<file path="config.mk">
export PLATFORM = sky130hd
export DESIGN_NAME = accu_cpu
export DESIGN_NICKNAME = d
export VERILOG_FILES = /design/src/rtl/accu_cpu_pkg.sv /design/src/rtl/accu_alu.sv /design/src/rtl/accu_dpath.sv /design/src/rtl/accu_ctrl.sv /design/src/rtl/accu_cpu.sv
export SDC_FILE = /design/constraint.sdc
export NUM_CORES = 1
export LEC_CHECK = 0
export BUFFER_PORTS_ARGS = -buffer_cell sky130_fd_sc_hd__buf_2
export CORE_ASPECT_RATIO = 1.25
export CORE_MARGIN = 2
export CORE_UTILIZATION = 30
export DETAILED_ROUTE_END_ITERATION = 16
export PLACE_DENSITY_LB_ADDON = 0.3
export SYNTH_ARGS = -nofsm -noshare
export SYNTH_HDL_FRONTEND = slang
export SYNTH_SLANG_ARGS = --single-unit
</file>
<file path="constraint.sdc">
create_clock -name clk -period 8.61 [get_ports clk]
set_input_delay 0 -clock clk [delete_from_list [all_inputs] [get_ports clk]]
set_output_delay 0 -clock clk [all_outputs]
set_load 0.01 [all_outputs]
</file>
<file path="src/rtl/accu_cpu_pkg.sv">
package accu_cpu_pkg;
  timeunit 1ns;
  timeprecision 1ps;

  localparam int OPC_W = 4;

  typedef enum logic [2:0] {
    ALU_ZERO   = 3'd0,
    ALU_PASS_B = 3'd1,
    ALU_INC_B  = 3'd2,
    ALU_ADD    = 3'd3,
    ALU_SUB    = 3'd4
  } aluFn_e;

  typedef enum logic [OPC_W-1:0] {
    OP_LOAD      = 4'd0,
    OP_STORE     = 4'd1,
    OP_ADD       = 4'd2,
    OP_SUB       = 4'd3,
    OP_JUMP      = 4'd4,
    OP_JUMP_NNEG = 4'd5,
    OP_JUMP_NZ   = 4'd6,
    OP_HALT      = 4'd7
  } opcode_e;

  typedef struct packed {
    logic   addrFromIr;  // address mux: 1 = IR operand field, 0 = PC
    logic   bFromAddr;   // ALU B mux: 1 = selected address, 0 = read data
    aluFn_e aluFn;
    logic   accEn;
    logic   pcEn;
    logic   irEn;
    logic   irClear;
    logic   memReq;
    logic   rdNotWr;
  } strobes_t;

  localparam strobes_t STROBES_IDLE = '{
    addrFromIr: 1'b0, bFromAddr: 1'b0, aluFn: ALU_ZERO,
    accEn: 1'b0, pcEn: 1'b0, irEn: 1'b0, irClear: 1'b0,
    memReq: 1'b0, rdNotWr: 1'b1
  };
endpackage

</file>
<file path="src/rtl/accu_alu.sv">
module accu_alu
  import accu_cpu_pkg::*;
#(
  parameter int DATA_W = 16
) (
  input  aluFn_e            fn,
  input  logic [DATA_W-1:0] a,
  input  logic [DATA_W-1:0] b,
  output logic [DATA_W-1:0] y
);
  timeunit 1ns;
  timeprecision 1ps;

  always_comb begin
    unique case (fn)
      ALU_PASS_B: y = b;
      ALU_INC_B:  y = b + DATA_W'(1);
      ALU_ADD:    y = a + b;
      ALU_SUB:    y = a - b;
      default:    y = '0;
    endcase
  end
endmodule

</file>
<file path="src/rtl/accu_dpath.sv">
module accu_dpath
  import accu_cpu_pkg::*;
#(
  parameter int DATA_W = 16,
  parameter int ADDR_W = 12
) (
  input  logic              clk,
  input  logic              rst,
  input  strobes_t          st,
  input  logic [DATA_W-1:0] rdData,
  output logic [ADDR_W-1:0] addr,
  output logic [DATA_W-1:0] wrData,
  output logic [OPC_W-1:0]  opcode,
  output logic              accZero,
  output logic              accNeg
);
  timeunit 1ns;
  timeprecision 1ps;

  localparam int EXT_W = DATA_W - ADDR_W;

  logic [DATA_W-1:0] acc;
  logic [DATA_W-1:0] ir;
  logic [ADDR_W-1:0] pc;
  logic [ADDR_W-1:0] addrMux;
  logic [DATA_W-1:0] aluB;
  logic [DATA_W-1:0] aluY;

  assign addrMux = st.addrFromIr ? ir[ADDR_W-1:0] : pc;
  assign aluB    = st.bFromAddr ? {{EXT_W{1'b0}}, addrMux} : rdData;

  accu_alu #(.DATA_W(DATA_W)) u_alu (
    .fn (st.aluFn),
    .a  (acc),
    .b  (aluB),
    .y  (aluY)
  );

  always_ff @(posedge clk) begin
    if (st.accEn) acc <= aluY;
    if (st.pcEn)  pc  <= aluY[ADDR_W-1:0];
    if (st.irClear)   ir <= '0;
    else if (st.irEn) ir <= rdData;
  end

  assign addr    = addrMux;
  assign wrData  = acc;
  assign opcode  = ir[DATA_W-1 -: OPC_W];
  assign accZero = (acc == '0);
  assign accNeg  = acc[DATA_W-1];

  // a write cycle leaves the accumulator as it was
  a_r3_store_keeps_acc: assert property (@(posedge clk) disable iff (rst)
    (st.memReq && !st.rdNotWr) |=> (acc == $past(acc)));

  // a load puts the read word into the accumulator
  a_r2_load_value: assert property (@(posedge clk) disable iff (rst)
    (st.accEn && st.aluFn == ALU_PASS_B && !st.bFromAddr) |=> (acc == $past(rdData)));

  // add accumulates modulo the word width
  a_r2_add_value: assert property (@(posedge clk) disable iff (rst)
    (st.accEn && st.aluFn == ALU_ADD) |=> (acc == DATA_W'($past(acc) + $past(rdData))));

  // a fetch from the operand field leaves PC one past the target
  a_r5_jump_pc: assert property (@(posedge clk) disable iff (rst)
    (st.addrFromIr && st.irEn) |=> (pc == ADDR_W'($past(ir[ADDR_W-1:0]) + 1'b1)));
endmodule

</file>
<file path="src/rtl/accu_ctrl.sv">
module accu_ctrl
  import accu_cpu_pkg::*;
(
  input  logic             clk,
  input  logic             rst,
  input  logic [OPC_W-1:0] opcode,
  input  logic             accZero,
  input  logic             accNeg,
  output strobes_t         st,
  output logic             halted
);
  timeunit 1ns;
  timeprecision 1ps;

  typedef enum logic {ST_EXEC = 1'b0, ST_FETCH = 1'b1} phase_e;

  phase_e phase;
  phase_e phaseNext;
  logic   isJump;
  logic   takeJump;

  function automatic strobes_t fetch_strobes(input logic fromIr);
    strobes_t s;
    s            = STROBES_IDLE;
    s.addrFromIr = fromIr;
    s.bFromAddr  = 1'b1;
    s.aluFn      = ALU_INC_B;
    s.pcEn       = 1'b1;
    s.irEn       = 1'b1;
    s.memReq     = 1'b1;
    return s;
  endfunction

  always_comb begin
    isJump   = 1'b0;
    takeJump = 1'b0;
    case (opcode_e'(opcode))
      OP_JUMP:      begin isJump = 1'b1; takeJump = 1'b1;     end
      OP_JUMP_NNEG: begin isJump = 1'b1; takeJump = !accNeg;  end
      OP_JUMP_NZ:   begin isJump = 1'b1; takeJump = !accZero; end
      default:      begin isJump = 1'b0; takeJump = 1'b0;     end
    endcase
  end

  always_comb begin
    st        = STROBES_IDLE;
    phaseNext = phase;
    halted    = 1'b0;
    if (rst) begin
      st.aluFn   = ALU_ZERO;
      st.accEn   = 1'b1;
      st.pcEn    = 1'b1;
      st.irClear = 1'b1;
      st.memReq  = 1'b1;
      phaseNext  = ST_FETCH;
    end else if (phase == ST_FETCH) begin
      st        = fetch_strobes(1'b0);
      phaseNext = ST_EXEC;
    end else if (isJump) begin
      st = fetch_strobes(takeJump);
    end else begin
      case (opcode_e'(opcode))
        OP_LOAD, OP_ADD, OP_SUB: begin
          st.addrFromIr = 1'b1;
          st.accEn      = 1'b1;
          st.memReq     = 1'b1;
          case (opcode_e'(opcode))
            OP_ADD:  st.aluFn = ALU_ADD;
            OP_SUB:  st.aluFn = ALU_SUB;
            default: st.aluFn = ALU_PASS_B;
          endcase
          phaseNext = ST_FETCH;
        end
        OP_STORE: begin
          st.addrFromIr = 1'b1;
          st.aluFn      = ALU_PASS_B;
          st.memReq     = 1'b1;
          st.rdNotWr    = 1'b0;
          phaseNext     = ST_FETCH;
        end
        default: halted = 1'b1;
      endcase
    end
  end

  always_ff @(posedge clk) begin
    phase <= phaseNext;
  end

  // every cycle before the halt is a memory access
  a_r4_running_access: assert property (@(posedge clk) disable iff (rst)
    !halted |-> st.memReq);

  // an operand access is always followed by a fetch cycle
  a_r4_operand_then_fetch: assert property (@(posedge clk) disable iff (rst)
    (phase == ST_EXEC && st.memReq && !isJump) |=> (phase == ST_FETCH));

  // while halted nothing is enabled and memory is idle
  a_r9_halt_quiet: assert property (@(posedge clk) disable iff (rst)
    halted |-> (!st.memReq && !st.accEn && !st.pcEn && !st.irEn));

  // the halt persists until reset
  a_r9_halt_sticky: assert property (@(posedge clk) disable iff (rst)
    halted |=> halted);

  // a write only ever uses the operand address
  a_r11_write_in_operand: assert property (@(posedge clk) disable iff (rst)
    !st.rdNotWr |-> (phase == ST_EXEC && st.addrFromIr && st.memReq));
endmodule

</file>
<file path="src/rtl/accu_cpu.sv">
module accu_cpu
  import accu_cpu_pkg::*;
#(
  parameter int DATA_W = 16,
  parameter int ADDR_W = 12
) (
  input  logic              clk,
  input  logic              rst,
  output logic [ADDR_W-1:0] memAddr,
  input  logic [DATA_W-1:0] memRdData,
  output logic [DATA_W-1:0] memWrData,
  output logic              memReq,
  output logic              memRdNotWr,
  output logic              halted
);
  timeunit 1ns;
  timeprecision 1ps;

  strobes_t         st;
  logic [OPC_W-1:0] opcode;
  logic             accZero;
  logic             accNeg;

  accu_ctrl u_ctrl (
    .clk     (clk),
    .rst     (rst),
    .opcode  (opcode),
    .accZero (accZero),
    .accNeg  (accNeg),
    .st      (st),
    .halted  (halted)
  );

  accu_dpath #(.DATA_W(DATA_W), .ADDR_W(ADDR_W)) u_dpath (
    .clk     (clk),
    .rst     (rst),
    .st      (st),
    .rdData  (memRdData),
    .addr    (memAddr),
    .wrData  (memWrData),
    .opcode  (opcode),
    .accZero (accZero),
    .accNeg  (accNeg)
  );

  assign memReq     = st.memReq;
  assign memRdNotWr = st.rdNotWr;

  // the first cycle after reset reads address zero
  a_r1_start_at_zero: assert property (@(posedge clk)
    $fell(rst) |-> (memAddr == '0 && memReq && memRdNotWr && !halted));
endmodule

</file>
Word-level counts from Yosys, hierarchy flattened

Index checks and enable logic that the tools add are counted.

Register bits: 45
Input bits: 18
Output and inout bits: 31
Logic and storage cells: 51

Add/sub/neg operators: 3
Eq/ne operators: 10
Muxes and demuxes: 27
Reduce and logical (&&, ||, !) cells: 7

Operators with widths:

| operator                                                               | count |
|---|---|
| 16-bit one-hot mux with 4 select lines                                 | 1 |
| 16-bit by 1-bit adder with 16-bit output (second input constant)       | 1 |
| 16-bit adder                                                           | 1 |
| 16-bit logical NOT                                                     | 1 |
| 16-bit two-way mux                                                     | 1 |
| 16-bit subtractor                                                      | 1 |
| 1-bit two-way mux                                                      | 14 |
| 4-bit by 3-bit equality test with 1-bit output (second input constant) | 3 |
| 12-bit two-way mux                                                     | 1 |
| 3-bit one-hot mux with 2 select lines                                  | 2 |
| 11-bit two-way mux                                                     | 1 |
| 4-bit by 2-bit equality test with 1-bit output (second input constant) | 2 |
| 3-bit by 2-bit equality test with 1-bit output (second input constant) | 2 |
| 2-bit two-way mux                                                      | 3 |
| 3-bit OR reduction                                                     | 2 |
| 5-bit two-way mux                                                      | 1 |
| 4-bit by 1-bit equality test with 1-bit output (second input constant) | 1 |
| 4-bit logical NOT                                                      | 1 |
| 4-bit two-way mux                                                      | 1 |
| 4-bit OR reduction                                                     | 1 |
| 3-bit by 1-bit equality test with 1-bit output (second input constant) | 1 |
| 3-bit equality test (second input constant)                            | 1 |
| 3-bit two-way mux                                                      | 1 |
| 1-bit one-hot mux with 3 select lines                                  | 1 |
| 1-bit logical NOT                                                      | 2 |

Logic depth before layout (Yosys ltp)

Gate-level depths: netlist of the first run.

Depth in word-level cells: 10
Gate-level depth with buffers: 21

Modules after synthesis

A second synthesis of the first run with hierarchy kept.

Cells, all modules: 422
Area, all modules: 3781.1 µm²

Modules (own cells, without submodules):

| module     | instances | cells an instance | area each (µm²) | seq. area each (µm²) |
|---|---|---|---|---|
| accu_dpath | 1         | 121               | 1866.8          | 1161.1 |
| accu_alu   | 1         | 272               | 1736.7          | 0.0 |
| accu_ctrl  | 1         | 29                | 177.7           | 20.0 |

Worst setup path after synthesis of the first run

No wires, ideal clock.

Path kind: reg2reg
Start point: register u_dpath.acc[1] (netlist: u_dpath.wrData[1])
End point: register u_dpath.acc[15] (netlist: u_dpath.wrData[15]) (data pin)
Arrival time: 3.959 ns
Path slack: 4.395 ns
Stages on the path, launching flop included: 18
Buffers on the path: 1
Cells stage by stage: edfxtp_1 nor4_2 nand2_1 buf_2 o211ai_2 a31oi_2 nor4_4 and2_1 a21oi_1 xnor2_1 ha_1 and3_1 a32oi_1 a31oi_1 a41oi_1 a211oi_1 or2_2 o211a_1

Word-level cells in the longest chain between the ends: 10
Elaborated cells on any way between the ends: 12
Classes of those cells: 3 x add/sub; 7 x mux; 2 x reduce/logical

RTL lines:

| item                                            | line             | RTL |
|---|---|---|
| start: declaration                              | accu_dpath.sv:22 | `logic [DATA_W-1:0] acc;` |
| start signal: assignment                        | accu_dpath.sv:40 | `if (st.accEn) acc <= aluY;` |
| 16-bit logical NOT                              | accu_dpath.sv:49 | `assign accZero = (acc == '0);` |
| 1-bit logical NOT                               | accu_ctrl.sv:40  | `OP_JUMP_NZ: begin isJump = 1'b1; takeJump = !accZero; end` |
| 1-bit one-hot mux with 3 select lines           | accu_ctrl.sv:37  | `case (opcode_e'(opcode))` |
| 1-bit two-way mux                               | accu_ctrl.sv:59  | `end else if (isJump) begin` |
| 11-bit two-way mux                              | accu_ctrl.sv:56  | `end else if (phase == ST_FETCH) begin` |
| 2-bit two-way mux                               | accu_ctrl.sv:49  | `if (rst) begin` |
| 12-bit two-way mux                              | accu_dpath.sv:29 | `assign addrMux = st.addrFromIr ? ir[ADDR_W-1:0] : pc;` |
| 16-bit two-way mux                              | accu_dpath.sv:30 | `assign aluB = st.bFromAddr ? {{EXT_W{1'b0}}, addrMux} : rdData;` |
| 16-bit subtractor, or another cell as far along | accu_alu.sv:19   | `ALU_SUB: y = a - b;` |
| 16-bit one-hot mux with 4 select lines (*)      | accu_alu.sv:15   | `unique case (fn)` |
| net u_dpath.aluY[15]                            | accu_dpath.sv:27 | `logic [DATA_W-1:0] aluY;` |

The timed path passes the listed nets; every way through them passes the cells marked *.
A chain may end at the register's enable or synchronous reset.

Worst setup path in the final report of the first run

Start point: register u_dpath.ir[13]
End point: register u_dpath.acc[15] (netlist: u_dpath.wrData[15]) (data pin)

Word-level cells in the longest chain between the ends: 10
Elaborated cells on any way between the ends: 31
Classes of those cells: 3 x add/sub; 10 x eq/ne; 14 x mux; 4 x reduce/logical

RTL lines:

| item                                                                             | line                             | RTL |
|---|---|---|
| start: declaration                                                               | accu_dpath.sv:23                 | `logic [DATA_W-1:0] ir;` |
| start signal: assignment                                                         | accu_dpath.sv:43                 | `else if (st.irEn) ir <= rdData;` |
| 4-bit by 1-bit equality test with 1-bit output, or another cell as far along     | accu_ctrl.sv:62                  | `case (opcode_e'(opcode))` |
| 4-bit OR reduction (no source line) / 3-bit OR reduction (equally long branches) | n/a                              |  |
| 1-bit two-way mux, on equally long branches                                      | accu_ctrl.sv:62, accu_ctrl.sv:37 |  |
| 1-bit two-way mux                                                                | accu_ctrl.sv:59                  |  |
| 11-bit two-way mux (*)                                                           | accu_ctrl.sv:56                  |  |
| 2-bit two-way mux                                                                | accu_ctrl.sv:49                  |  |
| 12-bit two-way mux                                                               | accu_dpath.sv:29                 |  |
| 16-bit two-way mux                                                               | accu_dpath.sv:30                 |  |
| 16-bit subtractor, or another cell as far along                                  | accu_alu.sv:19                   |  |
| 16-bit one-hot mux with 4 select lines (*)                                       | accu_alu.sv:15                   |  |
| net u_dpath.aluY[15]                                                             | accu_dpath.sv:27                 |  |

Marks and branches as above.

==> results of run 1 <==
## logic make-up after synthesis
| family | synth area share [%] |
|---|---|
| mux | 1.85 |
| compound gates | 26.1 |
| flops | 31.2 |
| buf+inv | 4.93 |
| simple gates | 22.4 |
| xor+xnor | 7.40 |
| fa+ha+maj | 6.15 |
## worst max-delay path: stages, from the launching register on
cell,delay (ns)
sky130_fd_sc_hd__dfxtp_1,0.99
sky130_fd_sc_hd__and4bb_1,0.55
sky130_fd_sc_hd__nand2_1,0.39
sky130_fd_sc_hd__o211ai_1,0.33
sky130_fd_sc_hd__a31oi_1,0.42
sky130_fd_sc_hd__nor4_4,0.46
sky130_fd_sc_hd__and2_1,0.22
sky130_fd_sc_hd__a21oi_1,0.09
sky130_fd_sc_hd__xnor2_1,0.18
sky130_fd_sc_hd__ha_1,0.36
sky130_fd_sc_hd__and3_1,0.21
sky130_fd_sc_hd__a32oi_1,0.24
sky130_fd_sc_hd__a31oi_1,0.17
sky130_fd_sc_hd__a41oi_1,0.30
sky130_fd_sc_hd__a211oi_1,0.13
sky130_fd_sc_hd__or2_2,0.29
sky130_fd_sc_hd__o211a_1,0.20
## registers in the layout (all words and copies together) (netlist names)
signal	cells
u_ctrl.phase	1
u_dpath.ir	16
u_dpath.pc	12
u_dpath.wrData	16
## through the flow
step	total power, mW	area, um2	util [%]	instances
after detailed placement	0.632	4120	33.7	630
after CTS	0.833	4390	36.0	651
final	0.827	4390	36.0	651
after global routing	0.883	4390	36.0	651
after global placement	0.628	4120	33.7	630
after floorplan	0.541	3780	-	440
## layout by cell type, fill, tap and decap left out, types with 5 or more instances in the layout
cell type                        n
sky130_fd_sc_hd__nand3_1        18
sky130_fd_sc_hd__a21o_1          5
sky130_fd_sc_hd__ha_1           17
sky130_fd_sc_hd__clkbuf_16       5
sky130_fd_sc_hd__a2bb2oi_1      10
sky130_fd_sc_hd__buf_2          48
sky130_fd_sc_hd__nor3_1         10
sky130_fd_sc_hd__a21oi_1        48
sky130_fd_sc_hd__xor2_1         10
sky130_fd_sc_hd__mux2i_1         7
sky130_fd_sc_hd__o22ai_1         9
sky130_fd_sc_hd__o211ai_2        6
sky130_fd_sc_hd__inv_1          13
sky130_fd_sc_hd__dfxtp_1        17
sky130_fd_sc_hd__edfxtp_1       28
sky130_fd_sc_hd__xnor2_1        22
sky130_fd_sc_hd__a31oi_2         6
sky130_fd_sc_hd__o21ai_0        17
sky130_fd_sc_hd__nor2_1         23
sky130_fd_sc_hd__nand2_1        72
sky130_fd_sc_hd__dlygate4sd3_1  13
## routing by layer
metal	vias to the layer above	part of all wire [%]
li1	1705	-
met1	1551	46
met2	66	48
met3	25	2.9
met4	0	3.2
met5	-	0
## final timing paths
| kind | from | end | slack [ns] |
|---|---|---|---|
| hold / removal | memRdData[12] | u_dpath.ir[12] | 0.02 |
| hold reg to reg | u_dpath.ir[2] | u_dpath.ir[2] | 0.46 |
| setup / recovery | u_dpath.ir[13] | u_dpath.wrData[15] | 2.82 |
| setup reg to reg | u_dpath.ir[13] | u_dpath.wrData[15] | 2.82 |
## cell type report
class | count | share of cell area, %
inverters | 14 | 1.20
clock buffers | 6 | 2.93
flip-flops and latches | 45 | 26.9
multi-input cells | 356 | 55.0
well taps | 164 | 4.67
clock inverters | 2 | 0.342
repair buffers | 64 | 8.94
## power groups by stage
stage	clock network [mW]	registers, mW	logic [mW]
2_1_floorplan	0	0.290	0.251
3_3_place_gp	0	0.297	0.331
3_5_place_dp	0	0.297	0.335
4_1_cts	0.198	0.293	0.342
5_1_grt	0.205	0.297	0.381
6_report	0.192	0.292	0.344
==> Implementation_results.wiki, run 1 <==
{| class="wikitable"
! Metric !! Value
|-
| Run status || finished clean
|-
| Max FO, Critical Path || 25
|-
| Highest Clock Rate || 0.173 GHz
|-
| Number of synthesis warnings || 0
|-
| Fraction of power consumed by sequential logic || 35.3%
|-
| TritonCTS clock tree || done
|-
| Cell types occupying the most area after synthesis || sky130_fd_sc_hd__edfxtp_1 22%, sky130_fd_sc_hd__dfxtp_1 9.0%, sky130_fd_sc_hd__nand2_1 7.1%
|-
| Detail-routed net length per standard cell || 16.3 um
|-
| Residual overflow from global routing || 0
|-
| Vias per cell || 5.14
|-
| DRT antenna net count || 0
|-
| Register bit count reported by yosys || 45
|-
| Antenna Cells || 0
|-
| Final count of pins violating max slew || 0
|-
| Number of enable-type register cells in the synthesized netlist || 28
|-
| Layout Nets || 522
|-
| Maximum number of pins on one net before global-route repair || 29
|-
| Inserted Clock Buffers || 5
|-
| Core ar. || 12,200 um2
|-
| Initial Util || 31.0%
|-
| Cell with the most instances after synthesis || sky130_fd_sc_hd__nand2_1
|-
| Accumulated negative setup slack || 0 ns
|-
| H-tree depth reported by CTS || 2
|-
| VDD IR-drop max || 0.0755 mV
|-
| Post-route worst setup slack || 2.82 ns
|-
| Type of the worst setup path || register to register
|-
| Data arrival at the endpoint of the critical path || 5.84 ns
|-
| Die Footprint || 13,500 um2
|-
| Clock tree buffer depth || 2
|-
| Share of layout cells above drive strength 1 || 18.9%
|-
| Detailed-route via count || 3,347
|-
| Crit share post-route || 67.3%
|-
| Clock root buffer master || sky130_fd_sc_hd__clkbuf_16
|-
| Max-cap viol count || 0
|-
| Vias in the first global route || 3,303
|-
| Gr usage total || 16.2%
|-
| Post-Syn Nets || 476
|-
| Sw power || 316 uW
|-
| Data required time at the worst endpoint || 8.65 ns
|-
| Ranking of synthesized cells by instance count || 72 x sky130_fd_sc_hd__nand2_1, 48 x sky130_fd_sc_hd__a21oi_1, 28 x sky130_fd_sc_hd__edfxtp_1
|-
| Die outline width || 104 um
|-
| Type of the most critical hold path || primary input to register
|-
| Final setup skew || 0.00371 ns
|-
| Number of setup buffers added after CTS || 0
|-
| Clock Sink Count || 45
|-
| Power per cell area || 188 nW/um2
|-
| Final setup violation count || 0
|-
| Register area || 1180 um2
|-
| Drt first pass iters || 4
|-
| Leakage power || 1.76 nW
|-
| Worst-case reg-to-reg path depth || 16
|-
| Syn_area_per_cell || 8.60 um2
|-
| Area share of the leading cell type in the synthesized netlist || 22.2%
|-
| Filler Cells Inserted || 1,249
|-
| Met3 Track Usage GR || 2.36%
|-
| HPWL after detailed placement || 8150 um
|-
| Number of distinct library cells after synthesis || 64
|-
| Count of instances resized after the clock tree is built || 0
|-
| DRC || 0
|-
| Slew of the pin with the lowest slew margin || 1.17 ns
|-
| Fin Hold WS || 0.0174 ns
|-
| Layout overhead on the synthesized area || 16.1%
|-
| Power share of the combinational group || 41.5%
|-
| Normalized max-slew margin || 21.6%
|-
| Multi-input combinational cell area || 2420 um2
|-
| Fraction of registers with async set or reset after synthesis || 0%
|-
| Switching power as a share of total power || 38.3%
|-
| Vertical extent of the die || 130 um
|-
| Most frequently used flop master after synthesis || sky130_fd_sc_hd__edfxtp_1
|-
| I/O pin count || 49
|-
| Worst hold path cell count || 3
|-
| Number of failing hold endpoints at the final stage || 0
|-
| Gate count of the mapped netlist || 440
|-
| First-pass GRT wire length || 17,300 um
|-
| Drt total wl || 10,600 um
|-
| Proportion of power drawn by the clock network || 23.2%
|-
| Buffers added on ports || 48
|-
| Clk Latency, worst-skew pair || 0.29 ns
|-
| Setup crit start kind || register
|-
| Initial antenna violation count || 0
|-
| Global Route met2 Usage || 27.6%
|-
| Post-synthesis cell area || 3780 um2
|-
| Share of the yosys chip area belonging to registers || 31.2%
|-
| Pre-CTS setup slack || 2.89 ns
|-
| Number of violations reported at the end of detailed-routing iteration 0 || 260
|-
| Busiest layer in global routing || met2
|-
| Internal power of the cells || 511 uW
|-
| Unrepaired setup endpoints after global routing || no
|-
| Count of standard-cell rows || 45
|-
| Final critical delay including setup and external delays || 5.79 ns
|-
| Crit path capture type || register
|-
| Post-cts hold buffer count || 13
|-
| Placer congestion estimate || 0.969
|-
| Clock-pin transition on the worst setup and hold timing paths || 0.07 ns
|-
| Library cell occupying the most area in the post-synthesis netlist || sky130_fd_sc_hd__edfxtp_1
|-
| Met1 Usage GRT || 20.5%
|}
Note: power is estimated with default switching activity, not from simulation.
==> inputs of run 2 (changes only) <==
--- a/config.mk
+++ b/config.mk
@@ -5,6 +5,7 @@
 export SDC_FILE = /design/constraint.sdc
 export NUM_CORES = 1
 export LEC_CHECK = 0
+export ABC_AREA = 1
 export BUFFER_PORTS_ARGS = -buffer_cell sky130_fd_sc_hd__buf_2
 export CORE_ASPECT_RATIO = 1.25
 export CORE_MARGIN = 2
==> constraint.sdc (replaced) <==
create_clock -name clk -period 5.4 [get_ports clk]
set_input_delay 0 -clock clk [delete_from_list [all_inputs] [get_ports clk]]
set_output_delay 0 -clock clk [all_outputs]
set_load 0.01 [all_outputs]
==> Implementation_results.wiki, run 2 <==
{| class="wikitable"
! Metric !! Value
|-
| Slack of the worst reg-to-reg path || 0.84 ns (-1.98 ns)
|-
| Clock-pin transition on the worst setup and hold timing paths || 0.07 ns (about the same)
|-
| Number of setup buffers added after CTS || 0 (unchanged)
|-
| H-tree depth reported by CTS || 2 (unchanged)
|-
| Run status || finished clean
|-
| Fraction of registers with async set or reset after synthesis || 0% (unchanged)
|-
| HPWL after detailed placement || 8030 um (-1.5%)
|-
| Syn_area_per_cell || 7.24 um2 (-16%)
|-
| Final critical delay including setup and external delays || 4.56 ns (-1.23 ns)
|-
| Detail-routed net length per standard cell || 14.3 um (-12%)
|-
| I/O pin count || 49 (unchanged)
|-
| Worst reg2reg path endpoint || u_dpath.pc[10]
|-
| Highest Clock Rate || 0.219 GHz (+27%)
|-
| Cell area after placement || 4050 um2 (-1.6%)
|-
| Layout overhead on the synthesized area || 17.8%
|-
| Number of violations reported at the end of detailed-routing iteration 0 || 190 (-27%)
|-
| Number of non-filler instances in the completed layout || 732 (+12%)
|-
| Design area || 4320 um2 (-1.6%)
|-
| Crit-path most repeated cell || sky130_fd_sc_hd__nand2_1
|-
| Worst setup endpoint || u_dpath.pc[10]
|-
| Maximum number of pins on one net before global-route repair || 29 (unchanged)
|-
| Dominant combinational cell family by area after synthesis || simple AND/OR/NAND/NOR gates
|-
| Simple-gate share of the synthesized area || 34.4% (+12 points)
|-
| Buffers plus inverters on the worst setup path || 1 (+1)
|-
| Detailed-route via count || 3,518 (+5.1%)
|-
| Placed cell count || 711 (+13%)
|-
| Delay contributed by the slowest stage of the critical path || 0.47 ns (-0.52 ns)
|-
| Max FO, Critical Path || 13 (-48%)
|-
| Max-cap viol count || 0 (unchanged)
|-
| Clock root buffer master || sky130_fd_sc_hd__clkbuf_16
|-
| Most frequently used flop master after synthesis || sky130_fd_sc_hd__edfxtp_1
|-
| DRC || 0 (unchanged)
|-
| Final setup skew || 0.00503 ns (+0.00132 ns)
|-
| Data arrival at the endpoint of the critical path || 4.59 ns (-1.25 ns)
|-
| Count of standard-cell rows || 45 (unchanged)
|-
| Type of the worst setup path || register to register
|-
| Number of failing hold endpoints at the final stage || 0 (unchanged)
|-
| Leakage power || 2.05 nW (+17%)
|-
| Launch point of the worst reg-to-reg path || u_dpath.wrData[1]
|-
| Post-synthesis cell area || 3670 um2 (-3.0%)
|-
| Number of enable-type register cells in the synthesized netlist || 28 (unchanged)
|-
| Cell types occupying the most area after synthesis || sky130_fd_sc_hd__edfxtp_1 23%, sky130_fd_sc_hd__nand2_1 13%, sky130_fd_sc_hd__dfxtp_1 9.3%
|-
| Antenna Cells || 0 (unchanged)
|-
| Register bit count reported by yosys || 45 (unchanged)
|-
| Clk Latency, worst-skew pair || 0.29 ns (about the same)
|-
| Commonest cells after routing, fill and taps aside || 123 x sky130_fd_sc_hd__nand2_1, 62 x sky130_fd_sc_hd__inv_1, 48 x sky130_fd_sc_hd__nand3_1, 48 x sky130_fd_sc_hd__buf_2, 35 x sky130_fd_sc_hd__nor2_1
|-
| Layout Nets || 603 (+16%)
|-
| Synthesized-area fraction occupied by ao, oa, aoi and oai cells || 13.6% (-12 points)
|-
| Area share of the leading cell type in the synthesized netlist || 22.9% (+0.70 points)
|-
| Gr usage total || 16.2% (-0.041 points)
|-
| Share of layout cells above drive strength 1 || 20.1% (+1.2 points)
|-
| Synthesized-area fraction occupied by adder cells || 6.34% (+0.19 points)
|-
| Pre-CTS setup slack || 0.855 ns (-2.04 ns)
|-
| Count of instances resized after the clock tree is built || 0 (unchanged)
|-
| Ranking of synthesized cells by instance count || 123 x sky130_fd_sc_hd__nand2_1, 62 x sky130_fd_sc_hd__inv_1, 48 x sky130_fd_sc_hd__nand3_1
|-
| Number of distinct library cells after synthesis || 45 (-30%)
|-
| Normalized max-slew margin || 51.6% (+30 points)
|-
| Initial antenna violation count || 0 (unchanged)
|-
| Library cell occupying the most area in the post-synthesis netlist || sky130_fd_sc_hd__edfxtp_1
|-
| Clock Sink Count || 45 (unchanged)
|-
| Die Footprint || 13,100 um2 (-2.9%)
|-
| TritonCTS clock tree || done
|-
| Stages on worst setup path || 26 (+10)
|-
| Post-Syn Nets || 543 (+14%)
|-
| Post-route worst setup slack || 0.844 ns (-1.98 ns)
|-
| Final setup violation count || 0 (unchanged)
|-
| DRT antenna net count || 0 (unchanged)
|-
| Vias in the first global route || 3,428 (+3.8%)
|-
| Accumulated negative setup slack || 0 ns (unchanged)
|-
| Buffers added on ports || 48 (unchanged)
|-
| Fin Hold WS || 0.00860 ns (-0.00884 ns)
|-
| Die outline width || 103 um (-1.5%)
|-
| Cell with the most instances after synthesis || sky130_fd_sc_hd__nand2_1
|-
| Share of cell area taken by muxes after synthesis || 0% (-1.9 points)
|-
| Slew of the pin with the lowest slew margin || 0.724 ns (-0.442 ns)
|-
| Unrepaired setup endpoints after global routing || no
|-
| Residual overflow from global routing || 0 (unchanged)
|-
| Vertical extent of the die || 128 um (-1.5%)
|-
| Crit path capture type || register
|-
| Gate count of the mapped netlist || 507 (+15%)
|-
| Cell with the largest stage delay on the worst path || sky130_fd_sc_hd__edfxtp_1
|-
| Largest delay contributor family on the critical path || simple AND/OR/NAND/NOR gates
|-
| Setup crit start kind || register
|-
| Most frequent standard cell in the layout excluding fill and tap cells || sky130_fd_sc_hd__nand2_1
|-
| Final count of pins violating max slew || 0 (unchanged)
|-
| VDD IR-drop max || 0.126 mV (+67%)
|-
| Core ar. || 12,000 um2 (-1.4%)
|-
| First-pass GRT wire length || 16,600 um (-4.3%)
|-
| Inserted Clock Buffers || 5 (unchanged)
|-
| Worst-case reg-to-reg path depth || 26 (+10)
|-
| Share of the synthesized netlist area taken by xor and xnor gates || 3.82% (-3.6 points)
|-
| Placer congestion estimate || 0.914 (-5.7%)
|-
| Crit share post-route || 84.4% (+17 points)
|-
| Initial Util || 30.5% (-0.52 points)
|-
| Vias per cell || 4.81 (-6.5%)
|-
| Drt first pass iters || 5 (+1)
|-
| Data required time at the worst endpoint || 5.44 ns (-3.21 ns)
|-
| Number of synthesis warnings || 0 (unchanged)
|-
| Startpoint of the most critical setup path || u_dpath.wrData[1]
|-
| Power per cell area || 313 nW/um2 (+66%)
|-
| Clock tree buffer depth || 2 (unchanged)
|-
| Share of the yosys chip area belonging to registers || 32.2% (+0.98 points)
|-
| Type of the most critical hold path || primary input to register
|-
| Drt total wl || 10,400 um (-1.6%)
|-
| Filler Cells Inserted || 1,300 (+4.1%)
|}
## run 2: routing by layer
layer / up-vias / wire (um) / GRT usage [%]
met4: 0 / 286 / 6.81
met3: 17 / 494 / 2.45
met2: 86 / 5020 / 27.3
met5: - / 0 / 0
li1: 1806 / - / -
met1: 1609 / 4640 / 20.3
## run 2: cells by family after synthesis
kind of cell    Yosys count
compound gates           85
xor+xnor                 16
fa+ha+maj                18
buf+inv                  80
flops                    45
simple gates            263
## run 2: layout make-up
class	instances	area [um2]	area share, %
clock inverters	2	10.0	0.232
well taps	164	205	4.75
clock buffers	6	129	2.98
repair buffers	66	408	9.44
flip-flops and latches	45	1180	27.3
inverters	67	253	5.85
multi-input cells	382	2140	49.4
## run 2: tightest hold or removal path, delay by kind of cell
kind                   cells  cell delay [ns]
buffers and inverters      2             0.12
AO/OA/AOI/OAI              1             0.15
## run 2: metrics by stage
step                      utilization [%]  total power, mW
final                                35.9             1.35
after global routing                 35.9             1.45
after CTS                            35.9             1.36
after detailed placement             33.6             1.04
after global placement               33.6             1.03
after floorplan                         -            0.884
## run 2: report_power, final
group	switching, mW	internal (mW)	total, mW	leakage (nW)
Clock	0.139	0.171	0.310	0.0706
Sequential	0.0344	0.428	0.463	0.441
Combinational	0.371	0.209	0.580	1.54
Total	0.544	0.808	1.35	2.05
## run 2: worst min path at each step
| stage | cells past startpoint | start | to |
|---|---|---|---|
| global placement | 3 | memRdData[0] | u_dpath.ir[0] |
| finish | 3 | memRdData[3] | u_dpath.ir[3] |
| CTS | 3 | memRdData[12] | u_dpath.ir[12] |
| floorplan | 2 | memRdData[0] | u_dpath.ir[0] |
| global route | 3 | memRdData[12] | u_dpath.ir[12] |
| detailed placement | 3 | memRdData[0] | u_dpath.ir[0] |
## run 2: what timing repair did
| action | CTS | global route |
|---|---|---|
| endpoints found under the hold margin | 13 | 0 |
| endpoints found under the setup margin | 0 | 0 |
| hold buffers | 13 | 0 |
==> inputs of run 3 (changes only) <==
==> constraint.sdc (replaced) <==
create_clock -name clk -period 4.1 [get_ports clk]
set_input_delay 0 -clock clk [delete_from_list [all_inputs] [get_ports clk]]
set_output_delay 0 -clock clk [all_outputs]
set_load 0.01 [all_outputs]
==> Implementation_results.wiki, run 3 (same netlist as run 2, synthesis figures left out) <==
{| class="wikitable"
! Metric !! Value
|-
| Buffers added on ports || 48 (unchanged)
|-
| Crit share post-route || 95.3% (+11 points)
|-
| Antenna Cells || 0 (unchanged)
|-
| Gr usage total || 16.7% (+0.52 points)
|-
| Maximum number of pins on one net before global-route repair || 19 (-34%)
|-
| Drt first pass iters || 4 (-1)
|-
| Core ar. || 12,000 um2 (unchanged)
|-
| Accumulated negative setup slack || 0 ns (unchanged)
|-
| Run status || finished clean
|-
| Detailed-route via count || 3,714 (+5.6%)
|-
| Overall power of the completed layout || 1.99 mW (+47%)
|-
| Layout Nets || 646 (+7.1%)
|-
| Vertical extent of the die || 128 um (unchanged)
|-
| Normalized max-slew margin || 52.9% (+1.4 points)
|-
| Data arrival at the endpoint of the critical path || 3.94 ns (-0.65 ns)
|-
| Clock Sink Count || 45 (unchanged)
|-
| Clock root buffer master || sky130_fd_sc_hd__clkbuf_16
|-
| Power per cell area || 411 nW/um2 (+31%)
|-
| Crit path capture type || register
|-
| Max FO, Critical Path || 5 (-8)
|-
| Inserted Clock Buffers || 5 (unchanged)
|-
| Initial antenna violation count || 0 (unchanged)
|-
| Placed cell count || 741 (+4.2%)
|-
| Clk Latency, worst-skew pair || 0.29 ns (about the same)
|-
| DRT antenna net count || 0 (unchanged)
|-
| Share of layout cells above drive strength 1 || 32.7% (+13 points)
|-
| Detail-routed net length per standard cell || 14.3 um (+0.47%)
|-
| Die Footprint || 13,100 um2 (unchanged)
|-
| Highest Clock Rate || 0.256 GHz (+17%)
|-
| Initial Util || 30.5% (unchanged)
|-
| Fin Hold WS || 0.00692 ns (-0.00167 ns)
|-
| Setup crit start kind || register
|-
| HPWL after detailed placement || 8530 um (+6.2%)
|-
| Clock tree buffer depth || 2 (unchanged)
|-
| Slack of the worst reg-to-reg path || 0.19 ns (-0.65 ns)
|-
| Final setup skew || 0.0112 ns (+0.00613 ns)
|-
| Commonest cells after routing, fill and taps aside || 114 x sky130_fd_sc_hd__nand2_1, 59 x sky130_fd_sc_hd__inv_1, 52 x sky130_fd_sc_hd__buf_4, 48 x sky130_fd_sc_hd__buf_2, 45 x sky130_fd_sc_hd__nand3_1
|-
| Layout overhead on the synthesized area || 32.0%
|-
| H-tree depth reported by CTS || 2 (unchanged)
|-
| VDD IR-drop max || 0.165 mV (+31%)
|-
| Die outline width || 103 um (unchanged)
|-
| Number of non-filler instances in the completed layout || 775 (+5.9%)
|-
| Core Util, Final || 40.2% (+4.3 points)
|-
| Vias in the first global route || 3,616 (+5.5%)
|-
| Vias per cell || 4.79 (-0.29%)
|-
| Number of violations reported at the end of detailed-routing iteration 0 || 217 (+14%)
|-
| First-pass GRT wire length || 17,300 um (+4.2%)
|-
| TritonCTS clock tree || done
|-
| Drt total wl || 11,100 um (+6.4%)
|-
| Final count of pins violating max slew || 0 (unchanged)
|-
| Type of the worst setup path || register to register
|-
| Data required time at the worst endpoint || 4.13 ns (-1.31 ns)
|-
| Final setup violation count || 0 (unchanged)
|-
| Most frequent standard cell in the layout excluding fill and tap cells || sky130_fd_sc_hd__nand2_1
|-
| I/O pin count || 49 (unchanged)
|-
| Buffers plus inverters on the worst setup path || 3 (+2)
|-
| Final critical delay including setup and external delays || 3.91 ns (-0.649 ns)
|-
| Delay contributed by the slowest stage of the critical path || 0.41 ns (-0.06 ns)
|-
| Residual overflow from global routing || 0 (unchanged)
|-
| Filler Cells Inserted || 1,304 (+0.31%)
|-
| DRC || 0 (unchanged)
|-
| Clock-pin transition on the worst setup and hold timing paths || 0.07 ns (about the same)
|-
| Type of the most critical hold path || primary input to register
|-
| Cell with the largest stage delay on the worst path || sky130_fd_sc_hd__edfxtp_1
|-
| Slew of the pin with the lowest slew margin || 0.705 ns (-0.0187 ns)
|-
| Largest delay contributor family on the critical path || simple AND/OR/NAND/NOR gates
|-
| Crit-path most repeated cell || sky130_fd_sc_hd__nand2_1
|-
| Count of standard-cell rows || 45 (unchanged)
|-
| Max-cap viol count || 0 (unchanged)
|-
| Leakage power || 2.30 nW (+12%)
|-
| Number of failing hold endpoints at the final stage || 0 (unchanged)
|-
| Placer congestion estimate || 0.909 (-0.53%)
|}
[run 3: cell types whose count changed in the layout (fill, tap and decap cells not counted), moves of 4 or more]
cell,change
sky130_fd_sc_hd__nor2_1,-5
sky130_fd_sc_hd__nand2_1,-9
sky130_fd_sc_hd__nand2_2,+6
sky130_fd_sc_hd__dlygate4sd3_1,-5
sky130_fd_sc_hd__ha_1,-4
sky130_fd_sc_hd__buf_4,+47
sky130_fd_sc_hd__o21ai_0,-5
sky130_fd_sc_hd__a21oi_1,-6
sky130_fd_sc_hd__a21oi_2,+6
[run 3: cell type report]
| class | count | area, um2 | area share, % |
|---|---|---|---|
| repair buffers | 109 | 731 | 15.1 |
| flip-flops and latches | 45 | 1180 | 24.4 |
| clock buffers | 6 | 129 | 2.66 |
| inverters | 67 | 253 | 5.22 |
| clock inverters | 2 | 10.0 | 0.207 |
| multi-input cells | 382 | 2340 | 48.2 |
| well taps | 164 | 205 | 4.24 |
[run 3: final timing paths]
| path | cells past startpoint | startpoint | end |
|---|---|---|---|
| setup / recovery | 27 | u_dpath.wrData[0] | u_dpath.pc[10] |
| hold / removal | 3 | memRdData[2] | u_dpath.ir[2] |
| setup reg to reg | 27 | u_dpath.wrData[0] | u_dpath.pc[10] |
| hold reg to reg | 2 | u_dpath.ir[4] | u_dpath.ir[4] |
[run 3: power breakdown]
part           switching (mW)  internal [mW]
Sequential             0.0363          0.564
Combinational           0.583          0.410
Clock                   0.174          0.224
Total                   0.794           1.20
[run 3: per-stage QoR]
step	setup WS, ns	instance area (um2)
after floorplan	0.404	3670
after CTS	0.00622	4550
after global routing	-0.0443	4840
after detailed placement	-0.158	4280
final	0.193	4840
after global placement	-0.148	4280
[run 3: worst reg2reg max path: stages, from the launching register on]
cell	delay, ns
sky130_fd_sc_hd__edfxtp_1	0.41
sky130_fd_sc_hd__nor2_1	0.12
sky130_fd_sc_hd__nand2_1	0.09
sky130_fd_sc_hd__nor2_2	0.15
sky130_fd_sc_hd__nand2_1	0.09
sky130_fd_sc_hd__nand2_2	0.08
sky130_fd_sc_hd__nand2_4	0.08
sky130_fd_sc_hd__nand2_4	0.11
sky130_fd_sc_hd__buf_4	0.13
sky130_fd_sc_hd__nand2_2	0.06
sky130_fd_sc_hd__nand3_2	0.09
sky130_fd_sc_hd__nand2_4	0.08
sky130_fd_sc_hd__nand2_1	0.12
sky130_fd_sc_hd__nor2_4	0.05
sky130_fd_sc_hd__inv_1	0.07
sky130_fd_sc_hd__buf_4	0.11
sky130_fd_sc_hd__nand2_1	0.05
sky130_fd_sc_hd__xor2_1	0.18
sky130_fd_sc_hd__ha_1	0.38
sky130_fd_sc_hd__a21o_1	0.18
sky130_fd_sc_hd__a31o_4	0.14
sky130_fd_sc_hd__a21oi_2	0.06
sky130_fd_sc_hd__or2_2	0.28
sky130_fd_sc_hd__nand2_1	0.06
sky130_fd_sc_hd__a21oi_1	0.06
sky130_fd_sc_hd__or2_2	0.27
sky130_fd_sc_hd__nand3_1	0.07
sky130_fd_sc_hd__nand3_1	0.09
[run 3: what timing repair did]
| item | CTS | global route |
|---|---|---|
| pin swaps | 0 | 29 |
| hold buffers | 8 | 0 |
| endpoints found under the setup margin | 8 | 10 |
| buffers inserted | 4 | 14 |
| hold endpoints to repair | 8 | 0 |
| resized for setup | 5 | 50 |
[run 3: per-layer routing]
layer / share of wire, % / GRT usage (%) / vias to the layer above
li1: - / - / 1896
met4: 3.2 / 7.51 / 0
met3: 4.3 / 2.13 / 24
met2: 50 / 28.2 / 88
met1: 43 / 21.0 / 1706
met5: 0 / 0 / -
